$ cat config.mk
export PLATFORM = sky130hd
export DESIGN_NAME = bitstream_rx
export DESIGN_NICKNAME = d
export VERILOG_FILES = /design/src/rtl/bitstream_rx_pkg.sv /design/src/rtl/bitstream_rx_sync.sv /design/src/rtl/bitstream_rx_pack.sv /design/src/rtl/bitstream_rx_level.sv /design/src/rtl/bitstream_rx.sv
export SDC_FILE = /design/constraint.sdc
export NUM_CORES = 1
export LEC_CHECK = 0
export BUFFER_PORTS_ARGS = -buffer_cell sky130_fd_sc_hd__buf_2
export CORE_MARGIN = 4
export CORE_UTILIZATION = 40
export CTS_CLUSTER_DIAMETER = 50
export DETAILED_ROUTE_END_ITERATION = 10
export GPL_TIMING_DRIVEN = 0
export PLACE_DENSITY_LB_ADDON = 0.05
export SLEW_MARGIN = 10
export SYNTH_ARGS = -nofsm -noshare
export SYNTH_HDL_FRONTEND = slang
export SYNTH_SLANG_ARGS = --single-unit
$ cat constraint.sdc
create_clock -name clk -period 4.7 [get_ports clk]
set_input_delay 0.235 -clock clk [delete_from_list [all_inputs] [get_ports clk]]
set_output_delay 0.235 -clock clk [all_outputs]
set_load 0.02 [all_outputs]
$ cat src/rtl/bitstream_rx_pkg.sv
// Shared constants and types for the serial bitstream receiver.
package bitstream_rx_pkg;
    localparam int BYTE_W = 8;
    localparam int CNT_W  = $clog2(BYTE_W);

    // Which serial clock transition captures a bit.
    typedef enum logic {
        EDGE_RISE = 1'b0,
        EDGE_FALL = 1'b1
    } cap_edge_e;
endpackage

$ cat src/rtl/bitstream_rx_sync.sv
// Multi-stage synchroniser for a group of asynchronous pins.
// Assumes pins are slow against clk (each level held >= 2 clk cycles).
// Gives the synchronised value and the value one cycle older for edge detection.
module bitstream_rx_sync #(
    parameter int W      = 3,
    parameter int STAGES = 2
) (
    input  logic         clk,
    input  logic         rst_n,
    input  logic [W-1:0] pin_in,
    output logic [W-1:0] pin_s,
    output logic [W-1:0] pin_d
);
    localparam int DEPTH_ALL = STAGES + 1;

    logic [W-1:0] stg [DEPTH_ALL];

    genvar gi;
    generate
        for (gi = 0; gi < DEPTH_ALL; gi++) begin : g_stage
            // Purpose: move the pins one stage further along the chain.
            always_ff @(posedge clk) begin
                if (!rst_n) stg[gi] <= '0;
                else if (gi == 0) stg[gi] <= pin_in;
                else stg[gi] <= stg[(gi == 0) ? 0 : gi-1];
            end
        end
    endgenerate

    assign pin_s = stg[STAGES-1];
    assign pin_d = stg[STAGES];
endmodule

$ cat src/rtl/bitstream_rx_pack.sv
// Detects the selected serial clock edge and packs qualified bits MSB first.
// Assumes synchronised inputs; at most one capture per two clk cycles.
module bitstream_rx_pack
    import bitstream_rx_pkg::*;
(
    input  logic              clk,
    input  logic              rst_n,
    input  logic              sclk_s,
    input  logic              sclk_d,
    input  logic              data_s,
    input  logic              en_s,
    input  cap_edge_e         edge_sel,
    output logic [BYTE_W-1:0] byte_data,
    output logic              byte_valid,
    output logic [CNT_W-1:0]  bit_cnt
);
    logic              edge_hit;
    logic              cap;
    logic [BYTE_W-1:0] shreg;

    // Purpose: pick the capture transition and gate it with the qualifier.
    always_comb begin
        if (edge_sel == EDGE_FALL) edge_hit = sclk_d & ~sclk_s;
        else                       edge_hit = ~sclk_d & sclk_s;
        cap = edge_hit & en_s;
    end

    // Purpose: shift bits in and publish each completed byte for one cycle.
    always_ff @(posedge clk) begin
        if (!rst_n) begin
            shreg      <= '0;
            bit_cnt    <= '0;
            byte_data  <= '0;
            byte_valid <= 1'b0;
        end else begin
            byte_valid <= 1'b0;
            if (cap) begin
                shreg <= {shreg[BYTE_W-2:0], data_s};
                if (bit_cnt == CNT_W'(BYTE_W-1)) begin
                    byte_data  <= {shreg[BYTE_W-2:0], data_s};
                    byte_valid <= 1'b1;
                    bit_cnt    <= '0;
                end else begin
                    bit_cnt <= bit_cnt + 1'b1;
                end
            end
        end
    end
endmodule

$ cat src/rtl/bitstream_rx_level.sv
// Tracks input-buffer occupancy and derives the send permission with hysteresis.
// Assumes STOP_FREE < RESUME_FREE <= DEPTH.
module bitstream_rx_level #(
    parameter int DEPTH       = 256,
    parameter int STOP_FREE   = 4,
    parameter int RESUME_FREE = 32,
    localparam int LVL_W      = $clog2(DEPTH+1)
) (
    input  logic             clk,
    input  logic             rst_n,
    input  logic             push,
    input  logic             pop,
    output logic [LVL_W-1:0] level,
    output logic             req_active
);
    logic             pop_ok;
    logic             push_ok;
    logic [LVL_W-1:0] free_cnt;

    // Purpose: decide which occupancy changes take effect this cycle.
    always_comb begin
        pop_ok   = pop && (level != '0);
        push_ok  = push && ((level != LVL_W'(DEPTH)) || pop_ok);
        free_cnt = LVL_W'(DEPTH) - level;
    end

    // Purpose: update the occupancy count.
    always_ff @(posedge clk) begin
        if (!rst_n) level <= '0;
        else if (push_ok && !pop_ok) level <= level + 1'b1;
        else if (pop_ok && !push_ok) level <= level - 1'b1;
    end

    // Purpose: withdraw near full, grant again once enough room is back.
    always_ff @(posedge clk) begin
        if (!rst_n) req_active <= 1'b1;
        else if (free_cnt <= LVL_W'(STOP_FREE)) req_active <= 1'b0;
        else if (free_cnt >= LVL_W'(RESUME_FREE)) req_active <= 1'b1;
    end
endmodule

$ cat src/rtl/bitstream_rx.sv
// Top of the serial bitstream receiver: synchroniser, byte packer, level tracker.
// Assumes the serial clock is at most a quarter of clk and the config is quasi-static.
module bitstream_rx
    import bitstream_rx_pkg::*;
#(
    parameter int DEPTH       = 256,
    parameter int STOP_FREE   = 4,
    parameter int RESUME_FREE = 32,
    parameter int SYNC_STAGES = 2,
    parameter int POL_BIT     = 2,
    localparam int LVL_W      = $clog2(DEPTH+1)
) (
    input  logic              clk,
    input  logic              rst_n,
    input  logic              ser_clk,
    input  logic              ser_data,
    input  logic              ser_bit_en,
    input  logic [7:0]        cfg_clk_pol,
    input  logic              cfg_req_inv,
    input  logic              buf_pop,
    output logic [BYTE_W-1:0] byte_data,
    output logic              byte_valid,
    output logic [LVL_W-1:0]  buf_level,
    output logic              data_req
);
    logic [2:0]       pins_s;
    logic [2:0]       pins_d;
    logic [CNT_W-1:0] bit_cnt;
    logic             req_active;
    cap_edge_e        edge_sel;
    logic             unused_pol_bits;

    assign edge_sel        = cap_edge_e'(cfg_clk_pol[POL_BIT]);
    assign unused_pol_bits = ^cfg_clk_pol;

    bitstream_rx_sync #(.W(3), .STAGES(SYNC_STAGES)) u_sync (
        .clk    (clk),
        .rst_n  (rst_n),
        .pin_in ({ser_bit_en, ser_data, ser_clk}),
        .pin_s  (pins_s),
        .pin_d  (pins_d)
    );

    bitstream_rx_pack u_pack (
        .clk        (clk),
        .rst_n      (rst_n),
        .sclk_s     (pins_s[0]),
        .sclk_d     (pins_d[0]),
        .data_s     (pins_s[1]),
        .en_s       (pins_s[2]),
        .edge_sel   (edge_sel),
        .byte_data  (byte_data),
        .byte_valid (byte_valid),
        .bit_cnt    (bit_cnt)
    );

    bitstream_rx_level #(
        .DEPTH(DEPTH), .STOP_FREE(STOP_FREE), .RESUME_FREE(RESUME_FREE)
    ) u_level (
        .clk        (clk),
        .rst_n      (rst_n),
        .push       (byte_valid),
        .pop        (buf_pop),
        .level      (buf_level),
        .req_active (req_active)
    );

    // Purpose: apply the programmed pin polarity to the send permission.
    always_comb data_req = req_active ^ cfg_req_inv;
endmodule

==> results by group, run 1 <==
CTS
  – TritonCTS clock tree: built
  – Hold Buf Count CTS: 0
  – Clock buffer depth: 2
  – CTS Sinks: 36
  – Skew-Pair Late Insertion Delay: 0.29 ns
  – Resize count post-CTS: 0
  – # Post-CTS Setup Buffers: 0
  – H-tree depth: 2
  – Clk slew on worst S/H paths: 0.08 ns
  – Root Buffer: clkbuf_8
  – CTS Buf Count: 5

Setup path
  – Critical path class: register to register
  – Critical Path End Type: register
  – CP Cell Sequence: buf_2, inv_1, ha_1, nor3b_1, and2_1, ha_1, nand2b_1, a21boi_0, ha_1, inv_1, ha_1, or4_4, o22ai_2, mux2i_1, mux2i_1
  – Slowest Stage Delay on Critical Path: 0.56 ns
  – Crit start category: register
  – Buffers and inverters on the worst path: 3
  – Worst Path Required: 4.91 ns
  – CP top delay family: simple AND/OR/NAND/NOR gates
  – Crit-path max FO: 8
  – Worst path slowest cell: or4_4
  – CP arrival: 3.93 ns
  – CP most frequent cell: ha_1

Routing
  – Wire length on met1: 1.92 mm
  – Highest Signal Layer: met4
  – Router iterations before antenna repair: 4
  – Number of DRC markers in iteration 0: 113
  – Final ANT Viol Nets: 0
  – Met3 WL post-DR: 219 um
  – Vias: 1463
  – Final wirelength: 3.73 mm
  – Drt via density: 5.24
  – Drt wl/cell: 13.4 um
  – Met2 routed wirelength: 1.56 mm
  – DRC viols: 0

Timing
  – Setup WS post-layout: 0.973 ns
  – Tcrit/Tclk final: 79.3%
  – Worst slew pin tran: 0.502 ns
  – Count of final setup violators: 0
  – Final Hold Viols: 0
  – Setup Skew: 0.0114 ns
  – RSZ-0062 raised after global routing: false
  – Fmax: 268 MHz
  – Fin Setup TNS: 0 ns
  – Final slew viol count: 0
  – Tmin final: 3.73 ns
  – Relative slew slack: 66.5%

Yosys
  – Synth Area in XOR/XNOR: 1.48%
  – Synth Area in Compound Gates: 11.7%
  – Post-synth top area share: 40.5%
  – Largest cells by area after synthesis: dfxtp_1 41%, mux2i_1 12%, ha_1 9.1%
  – Adder-cell share of the synthesized area: 10.3%
  – Ys Warns: 0
  – Syn nets: 225
  – Register area share after synthesis: 40.5%
  – Avg Synthesized Cell Area: 9.07 sq um
  – Post-Syn Area: 1780 sq um
  – Dominant cell type by area after synthesis: dfxtp_1
  – Register bit total from synthesis: 36
  – Multiplexer share of the synthesized area: 11.8%
  – Largest family of logic cells by synthesized area: simple AND/OR/NAND/NOR gates
  – Yosys cell types: 41
  – Cell count after synthesis: 196
  – Post-synthesis simple-gate area fraction: 20.6%

GRT
  – First-pass GRT wire length: 6.28 mm
  – Vias in the first global route: 1328
  – All-layer global routing usage: 14.6%
  – Initial antenna violation count: 0
  – GRT overflow: 0
  – Pin count of the biggest net entering global routing: 13

Layout
  – Commonest cells after routing, fill and taps aside: 36 x dfxtp_1, 34 x nor2_1, 28 x buf_2, 21 x mux2i_1, 13 x ha_1
  – Final-layout fill cell count: 429
  – Commonest non-fill, non-tap cell in the layout: dfxtp_1
  – Proportion of layout cells with a drive suffix above 1: 17.5%
  – ANT cells: 0
  – Final nets: 257
  – Area grow syn2layout: 15.5%

Die
  – Ports: 34
  – Die ar.: 5580 sq um
  – CORE AREA: 4140 sq um
  – # rows: 23
  – Initial Util: 42.9%
  – Die Span X: 74.7 um
  – Die H: 74.7 um

Min path
  – Hold WC Path Type: input pin to register

Power
  – Peak VDD IR: 273 uV
  – P_leak: 0.00102 uW
  – Total power divided by cell area: 556 nW/um^2

Placement
  – Post-DP HPWL: 2.75 mm
  – Pre-CTS WS: 1.02 ns
  – RePlAce Congestion: 0.870
  – Port-buffer cells: 25

Flow run
  – Max Cap Viol: 0

Run status
  – Status: completed
per-stage QoR:
| step | area [sq um] | utilization (%) | power (uW) | hold slack (ns) | instances |
|---|---|---|---|---|---|
| after global placement | 1970 | 47.4 | 908 | 0.416 | 271 |
| after global routing | 2050 | 49.5 | 1240 | 0.153 | 279 |
| final | 2050 | 49.5 | 1140 | 0.156 | 279 |
| after CTS | 2050 | 49.5 | 1150 | 0.147 | 279 |
| after floorplan | 1780 | - | 800 | 0.362 | 196 |
| after detailed placement | 1970 | 47.4 | 926 | 0.417 | 271 |
cell usage after synthesis (all sizes together):
library cell  number
o31a               1
nand2b             2
o2bb2ai            1
o2111ai            1
or4                1
o311ai             1
clkbuf             5
dfxtp             36
o21a               2
nand2              8
ha                13
inv                7
nor2              34
a21boi             2
nand4              1
nor4b              1
xor2               2
and2               8
a21oi              8
mux2i             21
nand3              2
nand3b             1
nor2b              3
nor3               4
nor3b              2
a211oi             1
fa                 1
and3b              1
o21ai              9
xnor2              1
o22ai              1
or3                3
o211ai             4
nor4               2
a31oi              1
nand4b             1
buf                4
worst register-to-register path: stages, from the launching register on:
cell      delay, ns
dfxtp_1        0.33
buf_2          0.17
inv_1          0.09
ha_1           0.25
nor3b_1        0.18
and2_1         0.20
ha_1           0.18
nand2b_1       0.15
a21boi_0       0.18
ha_1           0.27
inv_1          0.20
ha_1           0.31
or4_4          0.56
o22ai_2        0.15
mux2i_1        0.23
mux2i_1        0.20
report_power, final:
| part | leakage, uW | total (uW) | internal [uW] | switching (uW) |
|---|---|---|---|---|
| Sequential | 0.000293 | 384 | 338 | 46.3 |
| Combinational | 0.000674 | 543 | 233 | 310 |
| Clock | 0.0000479 | 214 | 103 | 111 |
| Total | 0.00102 | 1140 | 674 | 467 |
state kept, by name (all words and copies together), names as in the netlist:
register,count
u_level.level,9
u_level.req_active,1
u_pack.bit_cnt,3
u_pack.byte_data,8
u_pack.byte_valid,1
u_pack.shreg,7
u_sync.stg,7
area by class of cell:
cell class	count	area (sq um)	area share, %
buffer	9	37.5	1.83
inverter	7	26.3	1.28
clock inverter	3	18.8	0.914
timing repair buffer	25	125	6.09
multi-input combinational	144	993	48.4
sequential	36	721	35.1
tap	50	62.6	3.05
clock buffer	5	68.8	3.35
final timing paths:
kind                         start          endpoint  slack [ns]  cells after the start
hold / removal             ser_clk  u_sync.stg[0][0]        0.16                      2
setup / recovery  u_level.level[0]  u_level.level[8]        0.97                     15
hold reg to reg   u_sync.stg[0][0]  u_sync.stg[1][0]        0.44                      1
setup reg to reg  u_level.level[0]  u_level.level[8]        0.97                     15
logic make-up (layout without fill, tap and decap cells):
logic type / count (synthesis) / count (layout)
AO/OA/AOI/OAI: 32 / 32
AND/OR/NAND/NOR: 74 / 74
XOR/XNOR: 3 / 3
buffers and inverters: 16 / 49
flip-flops: 36 / 36
multiplexers: 21 / 21
adder cells (fa/ha/maj): 14 / 14
metal layers:
metal  up-vias  GRT usage [%]
met3         4           3.74
met2        43           20.7
li1        748              -
met5         -              0
met1       668           21.5
met4         0           5.14
(Power assumes the default switching activity.)
==> inputs of run 2 (changes only) <==
--- a/config.mk
+++ b/config.mk
@@ -5,6 +5,7 @@
 export SDC_FILE = /design/constraint.sdc
 export NUM_CORES = 1
 export LEC_CHECK = 0
+export ABC_AREA = 1
 export BUFFER_PORTS_ARGS = -buffer_cell sky130_fd_sc_hd__buf_2
 export CORE_MARGIN = 4
 export CORE_UTILIZATION = 40
==> constraint.sdc (replaced) <==
create_clock -name clk -period 3.6 [get_ports clk]
set_input_delay 0.18 -clock clk [delete_from_list [all_inputs] [get_ports clk]]
set_output_delay 0.18 -clock clk [all_outputs]
set_load 0.02 [all_outputs]
==> results by group, run 2 <==
CTS
  – H-tree depth: 2 (unchanged)
  – Clk slew on worst S/H paths: 0.07 ns (about the same)
  – CTS Buf Count: 5 (unchanged)
  – TritonCTS clock tree: built
  – CTS Sinks: 36 (unchanged)
  – Root Buffer: clkbuf_8
  – Skew-Pair Late Insertion Delay: 0.29 ns (about the same)
  – Clock buffer depth: 2 (unchanged)

GRT
  – Initial antenna violation count: 0 (unchanged)
  – Met3 Usage GRT: 4.33% (+0.59 points)
  – Met1 Use GR: 19.2% (-2.3 points)
  – Vias in the first global route: 1466 (+10%)
  – GRT overflow: 0 (unchanged)
  – First-pass GRT wire length: 6.76 mm (+7.6%)
  – Pin count of the biggest net entering global routing: 13 (unchanged)
  – Most Crowded Layer GR: met2
  – All-layer global routing usage: 14.3% (-0.29 points)
  – M2 GR Usage: 21.4% (+0.75 points)

Flow run
  – Max Cap Viol: 0 (unchanged)

Run status
  – Status: completed

Placement
  – Pre-CTS WS: 0.273 ns (-0.747 ns)
  – Post-DP HPWL: 2.96 mm (+7.5%)
  – Port-buffer cells: 26 (+4.0%)
  – RePlAce Congestion: 0.764 (-12%)

Yosys
  – Post-synth EDFFs: 0 (unchanged)
  – Post-synth top area share: 37.8% (-2.7 points)
  – Cell count after synthesis: 262 (+34%)
  – Dominant cell type by area after synthesis: dfxtp_1
  – Register area share after synthesis: 37.8% (-2.7 points)
  – Yosys cell types: 33 (-20%)
  – Most frequent cell after synthesis: nand2_1
  – Synth cell count leaders: 51 x nand2_1, 37 x inv_1, 36 x dfxtp_1
  – Avg Synthesized Cell Area: 7.27 sq um (-20%)
  – Largest cells by area after synthesis: dfxtp_1 38%, nand2_1 10%, ha_1 8.5%
  – Syn nets: 291 (+29%)
  – FFs w/ async S/R, synth: 0% (unchanged)
  – Ys Warns: 0 (unchanged)
  – Register bit total from synthesis: 36 (unchanged)
  – Top_reg_cell synth: dfxtp_1
  – Post-Syn Area: 1910 sq um (+7.2%)

Layout
  – Proportion of layout cells with a drive suffix above 1: 19.3% (+1.8 points)
  – Final nets: 324 (+26%)
  – Biggest regs: u_level.level x9, u_pack.byte_data x8
  – Max reg flops: 9 (unchanged)
  – Final-layout fill cell count: 467 (+8.9%)
  – Largest register by flop count: u_level.level
  – ANT cells: 0 (unchanged)
  – Commonest cells after routing, fill and taps aside: 51 x nand2_1, 37 x inv_1, 36 x dfxtp_1, 34 x nor2_1, 28 x buf_2
  – Commonest non-fill, non-tap cell in the layout: nand2_1
  – Area grow syn2layout: 15.1%
  – Final Core Density: 49.0% (-0.53 points)

Min path
  – Hold path start: ser_data
  – Hold Path End: u_sync.stg[0][1]
  – Hold WC Path Type: input pin to register
  – Hold path depth: 3 (+1)

Timing
  – Setup WS post-layout: 0.356 ns (-0.617 ns)
  – Relative slew slack: 71.1% (+4.6 points)
  – Setup Skew: 0.00171 ns (-0.00964 ns)
  – RSZ-0062 raised after global routing: false
  – Tcrit/Tclk final: 90.1% (+11 points)
  – Count of final setup violators: 0 (unchanged)
  – Hold_ws: 0.0648 ns (-0.0910 ns)
  – Tmin final: 3.24 ns (-0.483 ns)
  – Worst slew pin tran: 0.433 ns (-0.0696 ns)
  – Fmax: 308 MHz (+15%)
  – Final Hold Viols: 0 (unchanged)
  – Final slew viol count: 0 (unchanged)
  – Fin Setup TNS: 0 ns (unchanged)

Setup path
  – Slowest Stage Delay on Critical Path: 0.35 ns (-0.21 ns)
  – CP Cell Sequence: inv_1, ha_1, nand3_2, nor2_1, nand2_1, nor3_2, ha_1, inv_1, nand2_1, a21boi_0, ha_1, inv_1, ha_1, a21oi_1, o21a_1, nand2_1, nand2_1, nand3_1, nand2_1, inv_1
  – Worst Path Required: 3.80 ns (-1.11 ns)
  – CP arrival: 3.44 ns (-0.49 ns)
  – CP top delay family: adder cells
  – RR Startpoint: u_level.level[1]
  – Buffers and inverters on the worst path: 4 (+1)
  – Critical path class: register to register
  – CP most frequent cell: nand2_1
  – Crit start category: register
  – R2r setup slk: 0.36 ns (-0.62 ns)
  – Worst Reg-to-Reg Cells: 20 (+5)
  – Critical Path End Type: register
  – Crit-path max FO: 7 (-1)
  – R2R Path End: u_level.level[7]
  – Worst path slowest cell: dfxtp_1

Routing
  – Final wirelength: 3.87 mm (+3.8%)
  – Drt via density: 4.72 (-9.9%)
  – Vias: 1644 (+12%)
  – DRC viols: 0 (unchanged)
  – Drt wl/cell: 11.1 um (-17%)
  – Router iterations before antenna repair: 4 (unchanged)
  – Number of DRC markers in iteration 0: 73 (-35%)
  – Final ANT Viol Nets: 0 (unchanged)

Die
  – CORE AREA: 4470 sq um (+8.0%)
  – Initial Util: 42.6% (-0.32 points)
  – # rows: 24 (+4.3%)
  – Ports: 34 (unchanged)
  – Die H: 77.0 um (+3.1%)
  – Die Span X: 77.0 um (+3.1%)
  – Die ar.: 5930 sq um (+6.4%)

Power
  – Peak VDD IR: 264 uV (-3.3%)
  – Total power divided by cell area: 550 nW/um^2 (-1.0%)
  – P_leak: 0.00120 uW (+19%)
run 2: timing repair:
action                                  CTS  global route
endpoints found under the setup margin    0             4
hold buffers                              0             0
gates resized for setup                   0             1
buffers inserted                          0             0
run 2: cells by family (layout without fill, tap and decap cells):
logic type | Yosys count | in the layout | synth area share, %
AO/OA/AOI/OAI | 41 | 41 | 11.9
XOR/XNOR | 6 | 6 | 2.76
adder cells (fa/ha/maj) | 14 | 14 | 9.59
buffers and inverters | 48 | 82 | 10.0
flip-flops | 36 | 36 | 37.8
AND/OR/NAND/NOR | 117 | 117 | 27.9
run 2: worst register-to-register path, cell delays in order (launching register included):
cell      delay [ns]
dfxtp_1         0.35
inv_1           0.14
ha_1            0.22
nand3_2         0.10
nor2_1          0.16
nand2_1         0.11
nor3_2          0.17
ha_1            0.18
inv_1           0.04
nand2_1         0.09
a21boi_0        0.10
ha_1            0.25
inv_1           0.22
ha_1            0.34
a21oi_1         0.27
o21a_1          0.16
nand2_1         0.05
nand2_1         0.05
nand3_1         0.07
nand2_1         0.07
inv_1           0.03
run 2: worst max path at each step:
stage | from | endpoint | slack (ns) | cells past startpoint
floorplan | u_level.level[0] | u_level.level[7] | 0.67 | 20
global placement | u_level.level[1] | u_level.level[7] | 0.30 | 20
detailed placement | u_level.level[1] | u_level.level[7] | 0.27 | 20
CTS | u_level.level[1] | u_level.level[7] | 0.24 | 20
global route | u_level.level[1] | u_level.level[7] | 0.02 | 20
finish | u_level.level[1] | u_level.level[7] | 0.36 | 20
run 2: power by group:
part / leakage [uW] / total [uW] / switching (uW) / internal (uW)
registers: 0.000294 / 464 / 36.0 / 428
logic: 0.000863 / 455 / 283 / 173
clock network: 0.0000479 / 288 / 153 / 135
total: 0.00120 / 1210 / 471 / 735
run 2: area by class of cell:
class / count / area, sq um / area share [%]
well taps: 52 / 65.1 / 2.97
repair buffers: 26 / 130 / 5.93
clock buffers: 5 / 68.8 / 3.14
inverters: 43 / 163 / 7.42
flip-flops and latches: 36 / 721 / 32.9
multi-input cells: 178 / 998 / 45.5
clock inverters: 3 / 18.8 / 0.856
plain buffers: 5 / 28.8 / 1.31
run 2: per-layer routing:
layer  share of wire [%]  routed length [um]
met1                  52                2020
met2                  42                1620
met3                 4.4                 170
met4                 1.7                  64
met5                   0                   0
run 2: stage by stage:
stage / area (sq um) / power [uW] / std cells
finish: 2190 / 1210 / 348
global route: 2190 / 1310 / 348
CTS: 2190 / 1220 / 348
detailed placement: 2100 / 926 / 340
global placement: 2100 / 922 / 340
floorplan: 1910 / 824 / 262
==> inputs of run 3 (changes only) <==
--- a/config.mk
+++ b/config.mk
@@ -7,12 +7,12 @@
 export LEC_CHECK = 0
 export ABC_AREA = 1
 export BUFFER_PORTS_ARGS = -buffer_cell sky130_fd_sc_hd__buf_2
-export CORE_MARGIN = 4
 export CORE_UTILIZATION = 40
 export CTS_CLUSTER_DIAMETER = 50
 export DETAILED_ROUTE_END_ITERATION = 10
 export GPL_TIMING_DRIVEN = 0
 export PLACE_DENSITY_LB_ADDON = 0.05
+export SKIP_LAST_GASP = 1
 export SLEW_MARGIN = 10
 export SYNTH_ARGS = -nofsm -noshare
 export SYNTH_HDL_FRONTEND = slang
==> results by group, run 3 (synthesis gave the netlist of run 2 again) <==
Timing
  – Setup Skew: 0.00237 ns (+0.000660 ns)
  – Relative slew slack: 72.6% (+1.5 points)
  – RSZ-0062 raised after global routing: false
  – Final slew viol count: 0 (unchanged)
  – Tmin final: 3.27 ns (+0.0305 ns)
  – Fmax: 305 MHz (-0.93%)
  – Count of final setup violators: 0 (unchanged)
  – Worst slew pin tran: 0.411 ns (-0.0222 ns)
  – Final Hold Viols: 0 (unchanged)
  – Fin Setup TNS: 0 ns (unchanged)
  – Tcrit/Tclk final: 91.0% (+0.85 points)

Setup path
  – Crit start category: register
  – Critical Path End Type: register
  – Slowest Stage Delay on Critical Path: 0.35 ns (about the same)
  – Worst path slowest cell: ha_1
  – RR Startpoint: u_level.level[1]
  – CP Cell Sequence: inv_1, ha_1, nand3_2, nor2_1, nand2_1, nor3_1, ha_1, inv_1, nand2_1, a21boi_0, ha_1, inv_1, ha_1, a21oi_2, o21a_1, nand2_1, nand2_1, nand3_1, nand2_1, inv_1
  – Worst Reg-to-Reg Cells: 20 (unchanged)
  – Crit-path max FO: 7 (unchanged)
  – Critical path class: register to register
  – CP arrival: 3.46 ns (+0.02 ns)
  – CP most frequent cell: nand2_1
  – Critical path launch point: u_level.level[1]
  – Worst Path Required: 3.79 ns (about the same)

Min path
  – Hold path depth: 3 (unchanged)
  – Hold path start: ser_bit_en
  – Hold WC Path Type: input pin to register

Die
  – CORE AREA: 4470 sq um (unchanged)
  – Initial Util: 42.6% (unchanged)
  – Ports: 34 (unchanged)
  – # rows: 24 (unchanged)
  – Die ar.: 5040 sq um (-15%)
  – Die Span X: 71.0 um (-7.8%)
  – Die H: 71.0 um (-7.8%)

Power
  – Total power divided by cell area: 572 nW/um^2 (+3.9%)
  – Final total power: 1260 uW (+4.8%)
  – P_leak: 0.00121 uW (+0.43%)
  – Peak VDD IR: 294 uV (+12%)

Routing
  – Met3 WL post-DR: 126 um (-26%)
  – Number of DRC markers in iteration 0: 63 (-14%)
  – Met2 routed wirelength: 1.57 mm (-3.3%)
  – DRC viols: 3 (+3)
  – Drt wl/cell: 10.8 um (-2.9%)
  – Vias: 1581 (-3.8%)
  – Highest Signal Layer: met4
  – Wire length on met1: 2.04 mm (+1.2%)
  – Final ANT Viol Nets: 0 (unchanged)
  – Drt via density: 4.54 (-3.8%)
  – Final wirelength: 3.76 mm (-2.9%)
  – Router iterations before antenna repair: 9 (+5)

CTS
  – Clk slew on worst S/H paths: 0.07 ns (about the same)
  – TritonCTS clock tree: built
  – Clock buffer depth: 2 (unchanged)
  – CTS Buf Count: 5 (unchanged)
  – Skew-Pair Late Insertion Delay: 0.28 ns (about the same)
  – H-tree depth: 2 (unchanged)
  – CTS Sinks: 36 (unchanged)
  – # Post-CTS Setup Buffers: 0 (unchanged)
  – Resize count post-CTS: 0 (unchanged)
  – Root Buffer: clkbuf_8
  – Hold Buf Count CTS: 0 (unchanged)

Layout
  – Proportion of layout cells with a drive suffix above 1: 18.9% (-0.34 points)
  – Commonest non-fill, non-tap cell in the layout: nand2_1
  – Final nets: 324 (unchanged)
  – Max reg flops: 9 (unchanged)
  – Commonest cells after routing, fill and taps aside: 51 x nand2_1, 37 x inv_1, 36 x dfxtp_1, 34 x nor2_1, 28 x buf_2
  – ANT cells: 0 (unchanged)
  – Final Core Density: 49.4% (+0.42 points)
  – Area grow syn2layout: 16.1%
  – Biggest regs: u_level.level x9, u_pack.byte_data x8
  – Largest register by flop count: u_level.level

GRT
  – Initial antenna violation count: 0 (unchanged)
  – Pin count of the biggest net entering global routing: 12 (-1)
  – First-pass GRT wire length: 6.22 mm (-7.9%)
  – GRT overflow: 0 (unchanged)
  – All-layer global routing usage: 16.1% (+1.8 points)
  – Vias in the first global route: 1387 (-5.4%)

Placement
  – RePlAce Congestion: 0.783 (+2.5%)
  – Port-buffer cells: 26 (unchanged)
  – Post-DP HPWL: 2.91 mm (-1.8%)

Run status
  – Status: complete, but fails checks
  – Failing checks: DRC

Flow run
  – Max Cap Viol: 0 (unchanged)
==> run 3: path summary, 6_finish.rpt <==
| path | to | slack (ns) |
|---|---|---|
| hold / removal | u_sync.stg[0][2] | 0.07 |
| hold reg to reg | u_sync.stg[1][1] | 0.42 |
| setup reg to reg | u_level.level[7] | 0.33 |
| setup / recovery | u_level.level[7] | 0.33 |
==> run 3: layout make-up <==
| type | count | area, sq um |
|---|---|---|
| Fill cell | 477 | 2260 |
| Multi-Input combinational cell | 178 | 997 |
| Sequential cell | 36 | 721 |
| Inverter | 43 | 163 |
| Timing Repair Buffer | 26 | 130 |
| Clock buffer | 6 | 72.6 |
| Tap cell | 52 | 65.1 |
| Clock inverter | 2 | 35.0 |
| Buffer | 5 | 28.8 |
==> run 3: routing by layer <==
metal,GRT usage (%),vias to the layer above
met3,5.13,2
met1,21.6,660
met4,5.33,0
li1,-,895
met2,24.6,24
met5,0,-
==> run 3: report_power, final <==
| part | switching (uW) | internal, uW | total (uW) |
|---|---|---|---|
| registers | 34.4 | 428 | 462 |
| logic | 281 | 173 | 455 |
| clock network | 142 | 205 | 347 |
| total | 458 | 807 | 1260 |
==> run 3: worst max-delay path: cells and delay by family (launching register included) <==
| kind | cells | cell delay [ns] |
|---|---|---|
| buffers and inverters | 4 | 0.42 |
| flip-flops | 1 | 0.34 |
| adder cells (fa/ha/maj) | 4 | 1.02 |
| AO/OA/AOI/OAI | 3 | 0.46 |
| AND/OR/NAND/NOR | 9 | 0.92 |
==> run 3: per-stage QoR <==
| stage | worst slack [ns] | cells | hold slack (ns) | cell area [sq um] |
|---|---|---|---|---|
| after detailed placement | 0.249 | 340 | 0.366 | 2100 |
| after global placement | 0.289 | 340 | 0.359 | 2100 |
| final | 0.325 | 348 | 0.0748 | 2210 |
| after floorplan | 0.672 | 262 | 0.278 | 1910 |
| after CTS | 0.223 | 348 | 0.0639 | 2210 |
| after global routing | 0.0380 | 348 | 0.0595 | 2210 |
